--- src/rtl/stack_pkg.sv ---
package stack_pkg;

  // Strobes from control to datapath; at most one is set in a cycle.
  typedef struct packed {
    logic doPush;
    logic doPop;
  } stackStrobe_t;

endpackage

--- src/rtl/stack_ctrl.sv ---
module stack_ctrl
  import stack_pkg::*;
#(
  parameter int DEPTH = 11,
  parameter int PW    = $clog2(DEPTH + 1)
) (
  input  logic          clk,
  input  logic          rstN,
  input  logic          pushReq,
  input  logic          popReq,
  input  logic [PW-1:0] sp,
  output stackStrobe_t  stb,
  output logic          isFull,
  output logic          isEmpty,
  output logic          opError
);

  localparam logic [PW-1:0] LAST_FREE = PW'(1);
  localparam logic [PW-1:0] LAST_USED = PW'(DEPTH - 1);

  logic fullQ, emptyQ, errQ;
  logic pushOk, popOk, refused;

  always_comb begin
    pushOk  = pushReq && !popReq && !fullQ;
    popOk   = popReq && !pushReq && !emptyQ;
    refused = (pushReq || popReq) && !pushOk && !popOk;
    stb.doPush = pushOk;
    stb.doPop  = popOk;
  end

  always_ff @(posedge clk or negedge rstN) begin
    if (!rstN) begin
      fullQ  <= 1'b0;
      emptyQ <= 1'b1;
      errQ   <= 1'b0;
    end else begin
      errQ <= refused;
      if (pushOk) begin
        // pointer becomes sp-1; full when it lands on slot 0
        fullQ  <= (sp == LAST_FREE);
        emptyQ <= 1'b0;
      end else if (popOk) begin
        // pointer becomes sp+1; empty when it returns to DEPTH
        emptyQ <= (sp == LAST_USED);
        fullQ  <= 1'b0;
      end
    end
  end

  assign isFull  = fullQ;
  assign isEmpty = emptyQ;
  assign opError = errQ;

endmodule

--- src/rtl/stack_dpath.sv ---
module stack_dpath
  import stack_pkg::*;
#(
  parameter int DEPTH = 11,
  parameter int WIDTH = 16,
  parameter int PW    = $clog2(DEPTH + 1)
) (
  input  logic             clk,
  input  logic             rstN,
  input  stackStrobe_t     stb,
  input  logic [WIDTH-1:0] pushData,
  output logic [PW-1:0]    sp,
  output logic [WIDTH-1:0] popData
);

  localparam logic [PW-1:0] SP_EMPTY = PW'(DEPTH);

  logic [PW-1:0]    spQ;
  logic [PW-1:0]    spDec;
  logic [WIDTH-1:0] slot [DEPTH];
  logic [WIDTH-1:0] topWord;
  logic [WIDTH-1:0] popQ;

  assign spDec = spQ - PW'(1);

  // Pointer: pre-decrement on push, post-increment on pop.
  always_ff @(posedge clk or negedge rstN) begin
    if (!rstN)           spQ <= SP_EMPTY;
    else if (stb.doPush) spQ <= spDec;
    else if (stb.doPop)  spQ <= spQ + PW'(1);
  end

  // One register per slot, written at the decremented pointer.
  for (genvar i = 0; i < DEPTH; i++) begin : g_slot
    always_ff @(posedge clk or negedge rstN) begin
      if (!rstN)                                slot[i] <= '0;
      else if (stb.doPush && spDec == PW'(i))   slot[i] <= pushData;
    end
  end

  // Read mux at the current pointer.
  always_comb begin
    topWord = '0;
    for (int i = 0; i < DEPTH; i++) begin
      if (spQ == PW'(i)) topWord = slot[i];
    end
  end

  always_ff @(posedge clk or negedge rstN) begin
    if (!rstN)          popQ <= '0;
    else if (stb.doPop) popQ <= topWord;
  end

  assign sp      = spQ;
  assign popData = popQ;

endmodule

--- src/rtl/lifo_stack.sv ---
module lifo_stack
  import stack_pkg::*;
#(
  parameter int DEPTH = 11,
  parameter int WIDTH = 16
) (
  input  logic             clk,
  input  logic             rstN,
  input  logic             pushReq,
  input  logic             popReq,
  input  logic [WIDTH-1:0] pushData,
  output logic [WIDTH-1:0] popData,
  output logic             isFull,
  output logic             isEmpty,
  output logic             opError
);

  localparam int PW = $clog2(DEPTH + 1);

  stackStrobe_t  stb;
  logic [PW-1:0] sp;

  stack_ctrl #(.DEPTH(DEPTH), .PW(PW)) u_ctrl (
    .clk(clk), .rstN(rstN), .pushReq(pushReq), .popReq(popReq),
    .sp(sp), .stb(stb), .isFull(isFull), .isEmpty(isEmpty),
    .opError(opError)
  );

  stack_dpath #(.DEPTH(DEPTH), .WIDTH(WIDTH), .PW(PW)) u_dpath (
    .clk(clk), .rstN(rstN), .stb(stb), .pushData(pushData),
    .sp(sp), .popData(popData)
  );

endmodule

--- config.mk ---
export PLATFORM = sky130hd
export DESIGN_NAME = lifo_stack
export DESIGN_NICKNAME = d
export VERILOG_FILES = /design/src/rtl/stack_pkg.sv /design/src/rtl/stack_ctrl.sv /design/src/rtl/stack_dpath.sv /design/src/rtl/lifo_stack.sv
export SDC_FILE = /design/constraint.sdc
export NUM_CORES = 1
export LEC_CHECK = 0
export BUFFER_PORTS_ARGS = -buffer_cell sky130_fd_sc_hd__buf_4
export CORE_MARGIN = 2
export CORE_UTILIZATION = 30
export CTS_CLUSTER_SIZE = 14
export DETAILED_ROUTE_END_ITERATION = 7
export GPL_TIMING_DRIVEN = 0
export MAX_ROUTING_LAYER = met4
export PLACE_DENSITY_LB_ADDON = 0.15
export REMOVE_ABC_BUFFERS = 1
export SLEW_MARGIN = 25
export SYNTH_ARGS = -nofsm -noshare
export SYNTH_HDL_FRONTEND = slang
export SYNTH_HIERARCHICAL = 1
export SYNTH_SLANG_ARGS = --single-unit
--- constraint.sdc ---
create_clock -name clk -period 8 [get_ports clk]
set_clock_uncertainty 0.15 [all_clocks]
set_input_delay 1.6 -clock clk [delete_from_list [all_inputs] [get_ports clk]]
set_output_delay 1.6 -clock clk [all_outputs]
set_load 0.01 [all_outputs]
After elaboration in Yosys (flattened, before gate mapping)

Cells that the tools add are included.

Word-level logic and storage cells: 82
Output and inout bits: 19
Register bits after elaboration: 199
Bits of input ports: 20

Muxes and demuxes: 17
Reduce and logical (&&, ||, !) cells: 27
Eq/ne operators: 20
Add/sub/neg operators: 2

Operators with widths:

| operator                                         | number |
|---|---|
| two-way mux 16 bit                               | 11 |
| == test 4 x 3 -> 1 bit, second input constant    | 8 |
| == test 4 bit, second input constant             | 6 |
| logical AND 1 bit                                | 17 |
| == test 4 x 2 -> 1 bit, second input constant    | 4 |
| == test 4 x 1 -> 1 bit, second input constant    | 2 |
| zero test 4 bit                                  | 2 |
| two-way mux 4 bit                                | 2 |
| zero test 1 bit                                  | 6 |
| adder 4 x 1 -> 4 bit, second input constant      | 1 |
| two-way mux 1 bit                                | 4 |
| subtractor 4 x 1 -> 4 bit, second input constant | 1 |
| nonzero test 2 bit                               | 1 |
| logical OR 1 bit                                 | 1 |

Depth between registers and ports, before layout

Gate-level depths: netlist of the first run.

Depth in word-level cells: 12
Mapped depth: 10
Gate-level depth less buffers: 7

By module

The synthesis of the first run kept the hierarchy.

By module, submodules not included:

| module      | sequential area each (um^2) | area an instance (um^2) | times used | cells an instance |
|---|---|---|---|---|
| stack_dpath | 4,908.5                     | 9,507.9                 | 1          | 803 |
| stack_ctrl  | 76.3                        | 168.9                   | 1          | 19 |

Least setup slack after synthesis of the first run

No wires, ideal clock.

Path kind: input port to flip-flop
Start point: input pushReq
End point: register u_dpath/slot[101] in the netlist's numbering
Arrival time: 2.884 ns
Required time: 7.725 ns
Cell stages on the path: 7
Setup time: 0.125 ns
Path buffers: 3
Path slack: 4.841 ns
Path through: nand2b_1 -> nor2_2 -> buf_4 -> clkbuf_1 -> nand3_2 -> buf_2 -> mux2_2

Longest elaborated chain between the ends: 3

RTL lines:

| element                         | line              | RTL |
|---|---|---|
| from (decl)                     | lifo_stack.sv:9   | `input logic pushReq,` |
| logical AND 1 bit (2 in a row)  | stack_ctrl.sv:25  | `pushOk = pushReq && !popReq && !fullQ;` |
| via u_ctrl.pushOk               | stack_ctrl.sv:22  | `logic pushOk, popOk, refused;` |
| logical AND 1 bit               | stack_dpath.sv:37 | `else if (stb.doPush && spDec == PW'(i)) slot[i] <= pushData;` |
| to (signal, indexed assignment) | stack_dpath.sv:37 |  |
| to (decl)                       | stack_dpath.sv:20 | `logic [WIDTH-1:0] slot [DEPTH];` |

The timed path passes the listed nets, and every way through them passes these cells.
A chain may end at the register's enable or synchronous reset.

Final worst setup path of the first run

Start point: register u_dpath.spQ[1], in the netlist u_dpath/sp[1]
End point: register u_dpath.popQ[10], in the netlist u_dpath/popData[10]

Longest elaborated chain between the ends: 12
Elaborated cells on any way between the ends: 22
Those cells by class: eq/ne: 10; mux: 11; reduce/logical: 1

RTL lines:

| element                          | line              | RTL |
|---|---|---|
| from (decl)                      | stack_dpath.sv:18 | `logic [PW-1:0] spQ;` |
| from (signal assigned)           | stack_dpath.sv:29 | `else if (stb.doPush) spQ <= spDec;` |
| from (signal assigned)           | stack_dpath.sv:30 | `else if (stb.doPop) spQ <= spQ + PW'(1);` |
| zero test 4 bit                  | stack_dpath.sv:45 | `if (spQ == PW'(i)) topWord = slot[i];` |
| two-way mux 16 bit (10 in a row) | stack_dpath.sv:45 |  |
| two-way mux 16 bit (*)           | stack_dpath.sv:45 |  |
| to (signal assigned)             | stack_dpath.sv:51 | `else if (stb.doPop) popQ <= topWord;` |
| to (decl)                        | stack_dpath.sv:22 | `logic [WIDTH-1:0] popQ;` |

Every way passes the cells marked *; elsewhere a longest branch is shown, timed or not.

==> qor.yml, run 1 <==
slew_violations: 0
grt_pass1_vias: 6561
yosys_warnings: 6
grt_max_degree: 85
rsz0062_at_grt: "no"
critical_path.cell_chain: "ha_4 > buf_12 > clkinv_1 > and3_1 > a221oi_1 > o22ai_1"
cts_buffer_depth: 2
p_sw_mw: 1.64
core_area_mm2: 0.0316
dp.cells: 1191
synth.cells.most_frequent: "195 x dfrtp_1, 160 x mux2_2, 64 x a21oi_1"
critPathArrivalTime_ps: 3920
first_pass_iters: 5
synth-edff-count: 0
routed_wirelength_mm: 27.4
worstHoldPathType: "register to register"
synth_top_cell_by_area: "dfrtp_1"
synth_most_common_cell: "dfrtp_1"
critPathSlowestCell: "and3_1"
dominantRegCellSynth: "dfrtp_1"
rows: 65
ios: 39
ys_seq_elements: 199
stdcell_area_mm2: 0.0109
crit_type: "register to register"
cts_setup_buffers: 0
worstSkewPairLatency_ps: 440
dieArea_mm2: 0.0337
yosysUniqueCellTypes: 53
clkSlewWorstSetupHoldPaths_ps: 80
muxShareOfSynthArea_pct: 20.9
cts_buffers: 17
internal_power_mw: 2.72
power_frac_clock_pct: 19.6
slew_headroom_pct: 29.9
drv_cap: 0
netlist_top_cells_area: "dfrtp_1 50%, mux2_2 19%, a21oi_1 3.3%"
synth-xor-area-share_pct: 0.272
synthCells: 822
synth_adder_area_share_pct: 1.03
die_w_um: 184
nNetsFinal: 836
syn2layout_area_growth_pct: 12.6
pwr_density_cell_mw_per_mm2: 401
grt_usage_pct: 17.5
dpl-instance-area_mm2: 0.0103
path_buf_inv: 2
tightestPinTransition_ps: 1050
cp-end-kind: "register"
clock.fmax_mhz: 266
avgSynthCellArea_um2: 11.8
slowest_delay_ps: 750
seq_area_frac_synth_pct: 51.5
min_period_over_period_pct: 47.1
status: "finished clean"
power.leakage_nw: 4.60
clock-root-buffer: "clkbuf_16"
peakVddDrop_mv: 0.187
synth_compound_area_share_pct: 13.9
final.setup.tns_ps: 0
crit_required_ps: 8150
routabilityCongestion: 0.697
diodes: 0
min_period_ps: 3770
switching_share_pct: 37.6
netlist_area_mm2: 0.00968
yosysTopAreaCellShare_pct: 50.4
die_y_um: 184
seqPwrFrac_pct: 40.8
viasPerCell: 5.35
crit_family: "buffers and inverters"
power_frac_comb_pct: 39.6
cts.hold.buffers_added: 0
final_cells: 1222
startpoint_type: "register"
antenna_found_initial: 0
drtIter0Drc: 426
cts-htree-levels: 4
wl_per_cell_um: 22.4
hold_ws_ps: 345
drive_above_1_share_pct: 33.9
hold_violations: 0
hpwl_mm: 15.4
post_cts_resized: 0
async_flop_share_pct: 100
initial_utilization_pct: 30.6
cts_tree: "built"
synth_top_family_by_area: "multiplexers"
postRouteAntennaNets: 0
grt_first_pass_wirelength_mm: 42.6
p_total_mw: 4.37
yosys.area_share.simple_pct: 7.49
cts_sinks: 199
vias: 6533
grt.overflow.total: 0
io_buffer_count: 38
drc: 0
final-setup-viol-count: 0
critical_path.max_fanout: 37
## layout by cell type, fill, tap and decap left out, drive strengths merged, types with 2 or more instances in the layout
cell / n
o21bai: 2
nand2: 12
nand3: 5
o22ai: 30
nor2b: 18
ha: 8
a21oi: 65
clkbuf: 18
o221ai: 15
o21ai: 23
a221o: 15
a31oi: 16
nand2b: 4
xnor2: 2
inv: 31
mux2: 176
dfstp: 4
clkinv: 6
o211ai: 14
buf: 46
a221oi: 17
dfrtp: 195
nor2: 65
nand3b: 16
## cell families (layout without fill, tap and decap cells)
| logic type | after synthesis | count (layout) |
|---|---|---|
| simple gates | 129 | 129 |
| mux | 176 | 176 |
| xor+xnor | 3 | 3 |
| buf+inv | 104 | 102 |
| fa+ha+maj | 8 | 8 |
| compound gates | 203 | 203 |
| flops | 199 | 199 |
## routing by layer
layer	routed length [um]	track usage (%)	up-vias
li1	-	-	2964
met1	13600	24.8	3428
met2	12500	26.4	121
met3	958	2.50	20
met4	324	4.38	0
met5	0	-	-
## worst paths after layout
check	slack (ps)	startpoint	cells after the start	endpoint
hold / removal	350	u_dpath/slot[45]	1	u_dpath/slot[45]
min in group asynchronous	870	rstN	1	u_dpath/slot[166]
max in group asynchronous	6070	rstN	2	u_dpath/sp[0]
setup reg to reg	4230	u_dpath/sp[1]	6	u_dpath/popData[10]
hold reg to reg	350	u_dpath/slot[45]	1	u_dpath/slot[45]
setup / recovery	4230	u_dpath/sp[1]	6	u_dpath/popData[10]
## stage by stage
stage          worst slack (ps)  util (%)
2_1_floorplan              4280         -
6_report                   4230      34.4
5_1_grt                    4040      34.4
4_1_cts                    4190      34.4
3_3_place_gp                890      31.9
3_5_place_dp               3910      32.7
## worst reg2reg max path, stage by stage, from the launching register on
cell	delay (ps)
dfstp_2	700
ha_4	440
buf_12	270
clkinv_1	700
and3_1	750
a221oi_1	470
o22ai_1	140
## final cells by class
class,count,area [um2]
clock inverters,13,136
well taps,402,503
fillers,3158,20700
flip-flops and latches,199,4980
inverters,25,93.8
clock buffers,18,429
multi-input cells,519,4270
repair buffers,46,482
## power by group through the flow
stage	clock network (mW)	registers, mW	logic, mW
3_3_place_gp	0	1.78	1.67
2_1_floorplan	0	1.73	1.14
4_1_cts	0.887	1.78	1.75
3_5_place_dp	0	1.80	1.74
5_1_grt	0.927	1.85	1.90
6_report	0.856	1.78	1.73
## registers in the layout, indices dropped and copies added, names as in the netlist
signal,flops
u_ctrl/isFull,1
u_dpath/sp,4
u_dpath/slot,176
u_ctrl/isEmpty,1
u_dpath/popData,16
u_ctrl/opError,1
(Power assumes the default switching activity.)
==> inputs of run 2 (changes only) <==
==> constraint.sdc (replaced) <==
create_clock -name clk -period 3.3 [get_ports clk]
set_clock_uncertainty 0.15 [all_clocks]
set_input_delay 0.66 -clock clk [delete_from_list [all_inputs] [get_ports clk]]
set_output_delay 0.66 -clock clk [all_outputs]
set_load 0.01 [all_outputs]
==> run 2 against run 1 <==
Cell area rose by 2.2%. Wire length rose by 1.2%. Power rose by 140%. Fmax rose by 19%. Core utilization rose by 0.77 points. Combinational power rose by 150%. Critical path depth rose by 1. Largest cell class unchanged. Highest routed layer unchanged.
==> qor.yml, run 2 (synthesized netlist as in run 1, its figures left out) <==
wl_per_cell_um: 22.4  # about the same
core_area_mm2: 0.0316  # unchanged
grt_max_degree: 85  # unchanged
min_period_over_period_pct: 95.8  # was 47.1%
layout_commonest_cell: "dfrtp_1"  # unchanged
cts_buffers: 17  # unchanged
initial_utilization_pct: 30.6  # unchanged
ios: 39  # unchanged
drv_cap: 0  # unchanged
largest_reg_flops: 176  # unchanged
clock-root-buffer: "clkbuf_16"  # unchanged
slew_violations: 0  # unchanged
antenna_found_initial: 0  # unchanged
p_total_mw: 10.7  # was 4.37 mW
first_pass_iters: 4  # was 5
hold_violations: 0  # unchanged
die_w_um: 184  # unchanged
pre_cts_ws_ps: -477  # was 3910 ps
routed_wirelength_mm: 27.7  # was 27.4 mm
cts_sinks: 199  # unchanged
mostFrequentLayoutCells: "195 x dfrtp_1, 160 x mux2_2, 64 x a21oi_1"  # unchanged
drc: 0  # unchanged
drtIter0Drc: 467  # was 426
crit_type: "register to register"  # unchanged
vias: 6637  # was 6,533
final_core_util_pct: 35.2  # was 34.4%
critPathSlowestCell: "dfstp_2"  # was and3_1
die_y_um: 184  # unchanged
timing.final.ws_setup_ps: 137  # was 4230 ps
routabilityCongestion: 0.697  # unchanged
grt_usage_pct: 17.5  # about the same
cp-end-kind: "register"  # unchanged
slew_headroom_pct: 29.4  # was 29.9%
clkSlewWorstSetupHoldPaths_ps: 80  # about the same
final-setup-viol-count: 0  # unchanged
postRouteAntennaNets: 0  # unchanged
tightestPinTransition_ps: 1060  # was 1050 ps
grt_pass1_vias: 6567  # was 6,561
nNetsFinal: 850  # was 836
diodes: 0  # unchanged
top_register: "u_dpath/slot"  # unchanged
syn2layout_area_growth_pct: 15.1  # was 12.6%
crit_required_ps: 3470  # was 8150 ps
rows: 65  # unchanged
rsz0062_at_grt: "yes"  # was no
critical_path.max_fanout: 16  # was 37
min_period_ps: 3160  # was 3770 ps
cts-htree-levels: 4  # unchanged
cts_buffer_depth: 2  # unchanged
grt.overflow.total: 0  # unchanged
grt_first_pass_wirelength_mm: 42.6  # about the same
slowest_delay_ps: 700  # was 750 ps
dieArea_mm2: 0.0337  # unchanged
worstSkewPairLatency_ps: 450  # was 440 ps
startpoint_type: "register"  # unchanged
io_buffer_count: 38  # unchanged
pwr_density_cell_mw_per_mm2: 957  # was 401 mW/mm2
cts_tree: "built"  # unchanged
hpwl_mm: 15.4  # unchanged
critical_path.cell_chain: "inv_1 > ha_1 > nand2b_1 > o21ai_0 > a32o_1 > nand3_2 > mux2_2"  # was ha_4 > buf_12 > clkinv_1 > and3_1 > a221oi_1 > o22ai_1
status: "finished clean"  # unchanged
drive_above_1_share_pct: 35.1  # was 33.9%
viasPerCell: 5.37  # was 5.35
critPathArrivalTime_ps: 3340  # was 3920 ps
power.leakage_nw: 4.70  # was 4.60 nW
worstHoldPathType: "primary input to register"  # was register to register
peakVddDrop_mv: 0.450  # was 0.187 mV
clock.fmax_mhz: 316  # was 266 MHz
run 2: changes by cell type in the layout (fill, tap and decap cells not counted), sizes merged:
cell,previous run,this run
buf,46,59
dlygate4sd3,0,1
run 2: critical path: cells and delay by family, from the launching register on:
kind | cells | cell delay, ps
fa+ha+maj | 1 | 290
simple gates | 2 | 790
compound gates | 2 | 390
flops | 1 | 700
buf+inv | 1 | 180
mux | 1 | 520
run 2: where the power goes:
part	switching [mW]	leakage [nW]	internal, mW
combinational	2.27	1.90	1.99
sequential	0.719	2.52	3.60
clock	1.02	0.280	1.06
total	4.01	4.70	6.65
run 2: routing by layer:
layer  GRT usage (%)  wire length (um)
met5               -                 0
met4            4.38               238
met3            2.50               952
met2            26.5             13100
met1            24.8             13500
run 2: cell type report:
class	instances	area [um2]
tap	402	503
fill	3138	20500
inverter	25	95.1
clock buffer	18	429
sequential	199	4980
timing repair buffer	60	714
clock inverter	13	136
multi-input combinational	519	4280
run 2: timing repair:
| action | CTS | global route |
|---|---|---|
| pin swaps | 1 | 6 |
| hold endpoints to repair | 32 | 0 |
| buffers inserted | 2 | 11 |
| hold buffers | 1 | 0 |
| gates cloned | 0 | 0 |
| resized for setup | 2 | 2 |
| setup endpoints to repair | 31 | 145 |
run 2: final timing paths:
check                                 startpoint           endpoint  slack [ps]  cells past startpoint
worst max register to register     u_dpath/sp[1]   u_dpath/slot[87]         140                      7
worst min-delay path                      popReq     u_ctrl/opError         330                      3
min in group asynchronous                   rstN  u_dpath/slot[166]         520                      2
max in group asynchronous                   rstN      u_dpath/sp[3]        1710                      3
worst max-delay path               u_dpath/sp[1]   u_dpath/slot[87]         140                      7
worst min register to register  u_dpath/slot[46]   u_dpath/slot[46]         340                      1
run 2: per-stage QoR:
step,cells,hold slack [ps],cell area [um2],setup TNS [ps]
after CTS,1225,317,11000,0
after global placement,1183,319,10100,-110830
after floorplan,743,214,9300,-6360
final,1236,329,11100,0
after detailed placement,1191,330,10300,-6060
after global routing,1236,327,11100,-2530
==> inputs of run 3 (changes only) <==
--- a/config.mk
+++ b/config.mk
@@ -5,9 +5,10 @@
 export SDC_FILE = /design/constraint.sdc
 export NUM_CORES = 1
 export LEC_CHECK = 0
+export ABC_AREA = 1
 export BUFFER_PORTS_ARGS = -buffer_cell sky130_fd_sc_hd__buf_4
 export CORE_MARGIN = 2
-export CORE_UTILIZATION = 30
+export CORE_UTILIZATION = 56
 export CTS_CLUSTER_SIZE = 14
 export DETAILED_ROUTE_END_ITERATION = 7
 export GPL_TIMING_DRIVEN = 0
@@ -19,3 +20,4 @@
 export SYNTH_HDL_FRONTEND = slang
 export SYNTH_HIERARCHICAL = 1
 export SYNTH_SLANG_ARGS = --single-unit
+export TNS_END_PERCENT = 50
==> run 3 against run 2 <==
The flow now finishes with violations (hold timing). Register-to-register slack improved by 230 ps. Sequential power fell by 7.6%. Combinational power is 32% lower. Count of clock-buffer cells in the layout rose by 1. Global-route usage is 7.7 points higher. Largest cell class unchanged. Largest power group unchanged.
==> qor.yml, run 3 <==
yosysUniqueCellTypes: 35  # was 53
nNetsFinal: 1280  # was 850
drtIter0Drc: 653  # was 467
first_pass_iters: 5  # was 4
grt_usage_pct: 25.2  # was 17.5%
rsz0062_at_grt: "no"  # was yes
yosysTopAreaCellShare_pct: 49.8  # was 50.4%
diodes: 0  # unchanged
cts_buffer_depth: 2  # unchanged
seq_area_frac_synth_pct: 50.8  # was 51.5%
dp.cells: 1458  # was 1,191
cts_buffers: 17  # unchanged
cts_sinks: 199  # unchanged
min_period_over_period_pct: 88.8  # was 95.8%
status: "finished, violations left"  # was finished clean
crit_type: "register to register"  # unchanged
largest_reg_flops: 176  # unchanged
final-setup-viol-count: 0  # unchanged
yosys_warnings: 6  # unchanged
worstSkewPairLatency_ps: 430  # was 450 ps
dominantRegCellSynth: "dfrtp_1"  # unchanged
wl_per_cell_um: 14.5  # was 22.4 um
crit_required_ps: 3520  # was 3470 ps
mostFrequentLayoutCells: "440 x nand2_1, 195 x dfrtp_1, 186 x o21ai_0"  # was 195 x dfrtp_1, 160 x mux2_2, 64 x a21oi_1
vias: 7714  # was 6,637
synth.cells.most_frequent: "445 x nand2_1, 195 x dfrtp_1, 186 x o21ai_0"  # was 195 x dfrtp_1, 160 x mux2_2, 64 x a21oi_1
grt.overflow.total: 0  # unchanged
timing.final.ws_setup_ps: 370  # was 137 ps
peakVddDrop_mv: 0.568  # was 0.450 mV
drive_above_1_share_pct: 10.4  # was 35.1%
drc: 0  # unchanged
hold_ws_ps: -8.37  # was 329 ps
synth-edff-count: 0  # unchanged
avgSynthCellArea_um2: 7.66  # was 11.8 um2
cp-end-kind: "register"  # unchanged
grt_pass1_vias: 7149  # was 6,567
die_y_um: 136  # was 184 um
synth_most_common_cell: "nand2_1"  # was dfrtp_1
top_register: "u_dpath/slot"  # unchanged
stdcell_area_mm2: 0.0107  # was 0.0111 mm2
pre_cts_ws_ps: 106  # was -477 ps
io_buffer_count: 38  # unchanged
cts.hold.buffers_added: 0  # was 1
hold_violations: 12  # was 0
startpoint_type: "register"  # unchanged
core_area_mm2: 0.0172  # was 0.0316 mm2
syn2layout_area_growth_pct: 8.97  # was 15.1%
violations: "hold timing"
pwr_density_cell_mw_per_mm2: 846  # was 957 mW/mm2
die_w_um: 136  # was 184 um
async_flop_share_pct: 100  # unchanged
cts_setup_buffers: 0  # was 2
viasPerCell: 5.18  # was 5.37
netlist_area_mm2: 0.00980  # was 0.00968 mm2
min_period_ps: 2930  # was 3160 ps
power.leakage_nw: 5.46  # was 4.70 nW
synthCells: 1279  # was 822
critical_path.max_fanout: 50  # was 16
ios: 39  # unchanged
layout_commonest_cell: "nand2_1"  # was dfrtp_1
grt_first_pass_wirelength_mm: 36.0  # was 42.6 mm
dpl-instance-area_mm2: 0.0100  # was 0.0103 mm2
worstHoldPathType: "primary input to asynchronous set/reset pin"  # was primary input to register
final.setup.tns_ps: 0  # unchanged
ys_seq_elements: 199  # unchanged
clock-root-buffer: "clkbuf_16"  # unchanged
critPathArrivalTime_ps: 3150  # was 3340 ps
slew_headroom_pct: 32.9  # was 29.4%
tightestPinTransition_ps: 1010  # was 1060 ps
initial_utilization_pct: 57.1  # was 30.6%
clock.fmax_mhz: 341  # was 316 MHz
routabilityCongestion: 0.836  # was 0.697
cts-htree-levels: 4  # unchanged
final_cells: 1490  # was 1,236
postRouteAntennaNets: 0  # unchanged
antenna_found_initial: 0  # unchanged
synth_top_cell_by_area: "dfrtp_1"  # unchanged
clkSlewWorstSetupHoldPaths_ps: 70  # was 80 ps
netlist_top_cells_area: "dfrtp_1 50%, nand2_1 17%, o21ai_0 9.5%"  # was dfrtp_1 50%, mux2_2 19%, a21oi_1 3.3%
grt_max_degree: 74  # was 85
rows: 48  # was 65
hpwl_mm: 13.1  # was 15.4 mm
dieArea_mm2: 0.0186  # was 0.0337 mm2
slew_violations: 0  # unchanged
routed_wirelength_mm: 21.6  # was 27.7 mm
cts_tree: "built"  # unchanged
drv_cap: 0  # unchanged
-- run 3: cell types whose count changed after synthesis, sizes merged, moves of 64 or more --
cell	delta
a21oi	-64
inv	+110
mux2	-176
nand2	+435
nand3	+65
o21ai	+187
-- run 3: metrics by stage --
stage	util, %	power [mW]
after global placement	58.0	6.76
after detailed placement	58.5	6.89
final	62.2	9.04
after global routing	62.2	9.80
after floorplan	-	5.97
after CTS	62.0	9.06
-- run 3: path summary, 6_finish.rpt --
kind                           startpoint                  to  slack [ps]  cells after the start
setup / recovery            u_dpath/sp[2]  u_dpath/popData[8]         370                     13
hold / removal                       rstN   u_dpath/slot[129]          -8                      1
setup reg to reg            u_dpath/sp[2]  u_dpath/popData[8]         370                     13
hold reg to reg            u_ctrl/isEmpty      u_ctrl/isEmpty         330                      2
max in group asynchronous            rstN    u_dpath/slot[46]        1910                      3
min in group clk           u_ctrl/isEmpty      u_ctrl/isEmpty         330                      2
-- run 3: area by class of cell --
class | instances | area, um2
clock buffers | 19 | 453
clock inverters | 13 | 156
fillers | 1576 | 6490
inverters | 135 | 508
multi-input cells | 858 | 3940
flip-flops and latches | 199 | 4980
well taps | 225 | 282
repair buffers | 41 | 359
-- run 3: critical path, cell delays in order (launching register included) --
cell and delay (ps):
dfrtp_1 600, nor2_8 710, nand2_4 330, clkinv_2 340, nand2_1 80, nand3_1 160, nand2_1 80, nand2_1 60
nand2_1 50, nand2_1 60, nand2_1 60, nand2_1 80, nand2_1 40, nand2_1 50
-- run 3: power breakdown --
part           switching, mW  leakage, nW  internal (mW)
registers              0.577         2.61           3.42
clock network          0.964        0.294           1.18
logic                   1.85         2.56           1.05
total                   3.39         5.46           5.65
-- run 3: cell families (layout without fill, tap and decap cells) --
family                   after synthesis  count (layout)  share of synthesized area [%]
adder cells (fa/ha/maj)                8               8                           1.02
XOR/XNOR                               3               3                          0.345
flip-flops                           199             199                           50.8
AO/OA/AOI/OAI                        215             215                           11.1
buffers and inverters                222             208                           9.42
AND/OR/NAND/NOR                      632             632                           27.3
-- run 3: layer usage --
layer  up-vias  share of wire, %  GRT usage (%)
met3        25               3.7           4.36
li1       3909                 -              -
met2       150                48           41.1
met1      3630                46           32.5
met5         -                 0              -
met4         0               2.0           7.52
-- run 3: repair_timing --
| item | 4_1_cts | 5_1_grt |
|---|---|---|
| endpoints found under the hold margin | 0 | 0 |
| resized for setup | 0 | 3 |
| endpoints found under the setup margin | 0 | 15 |
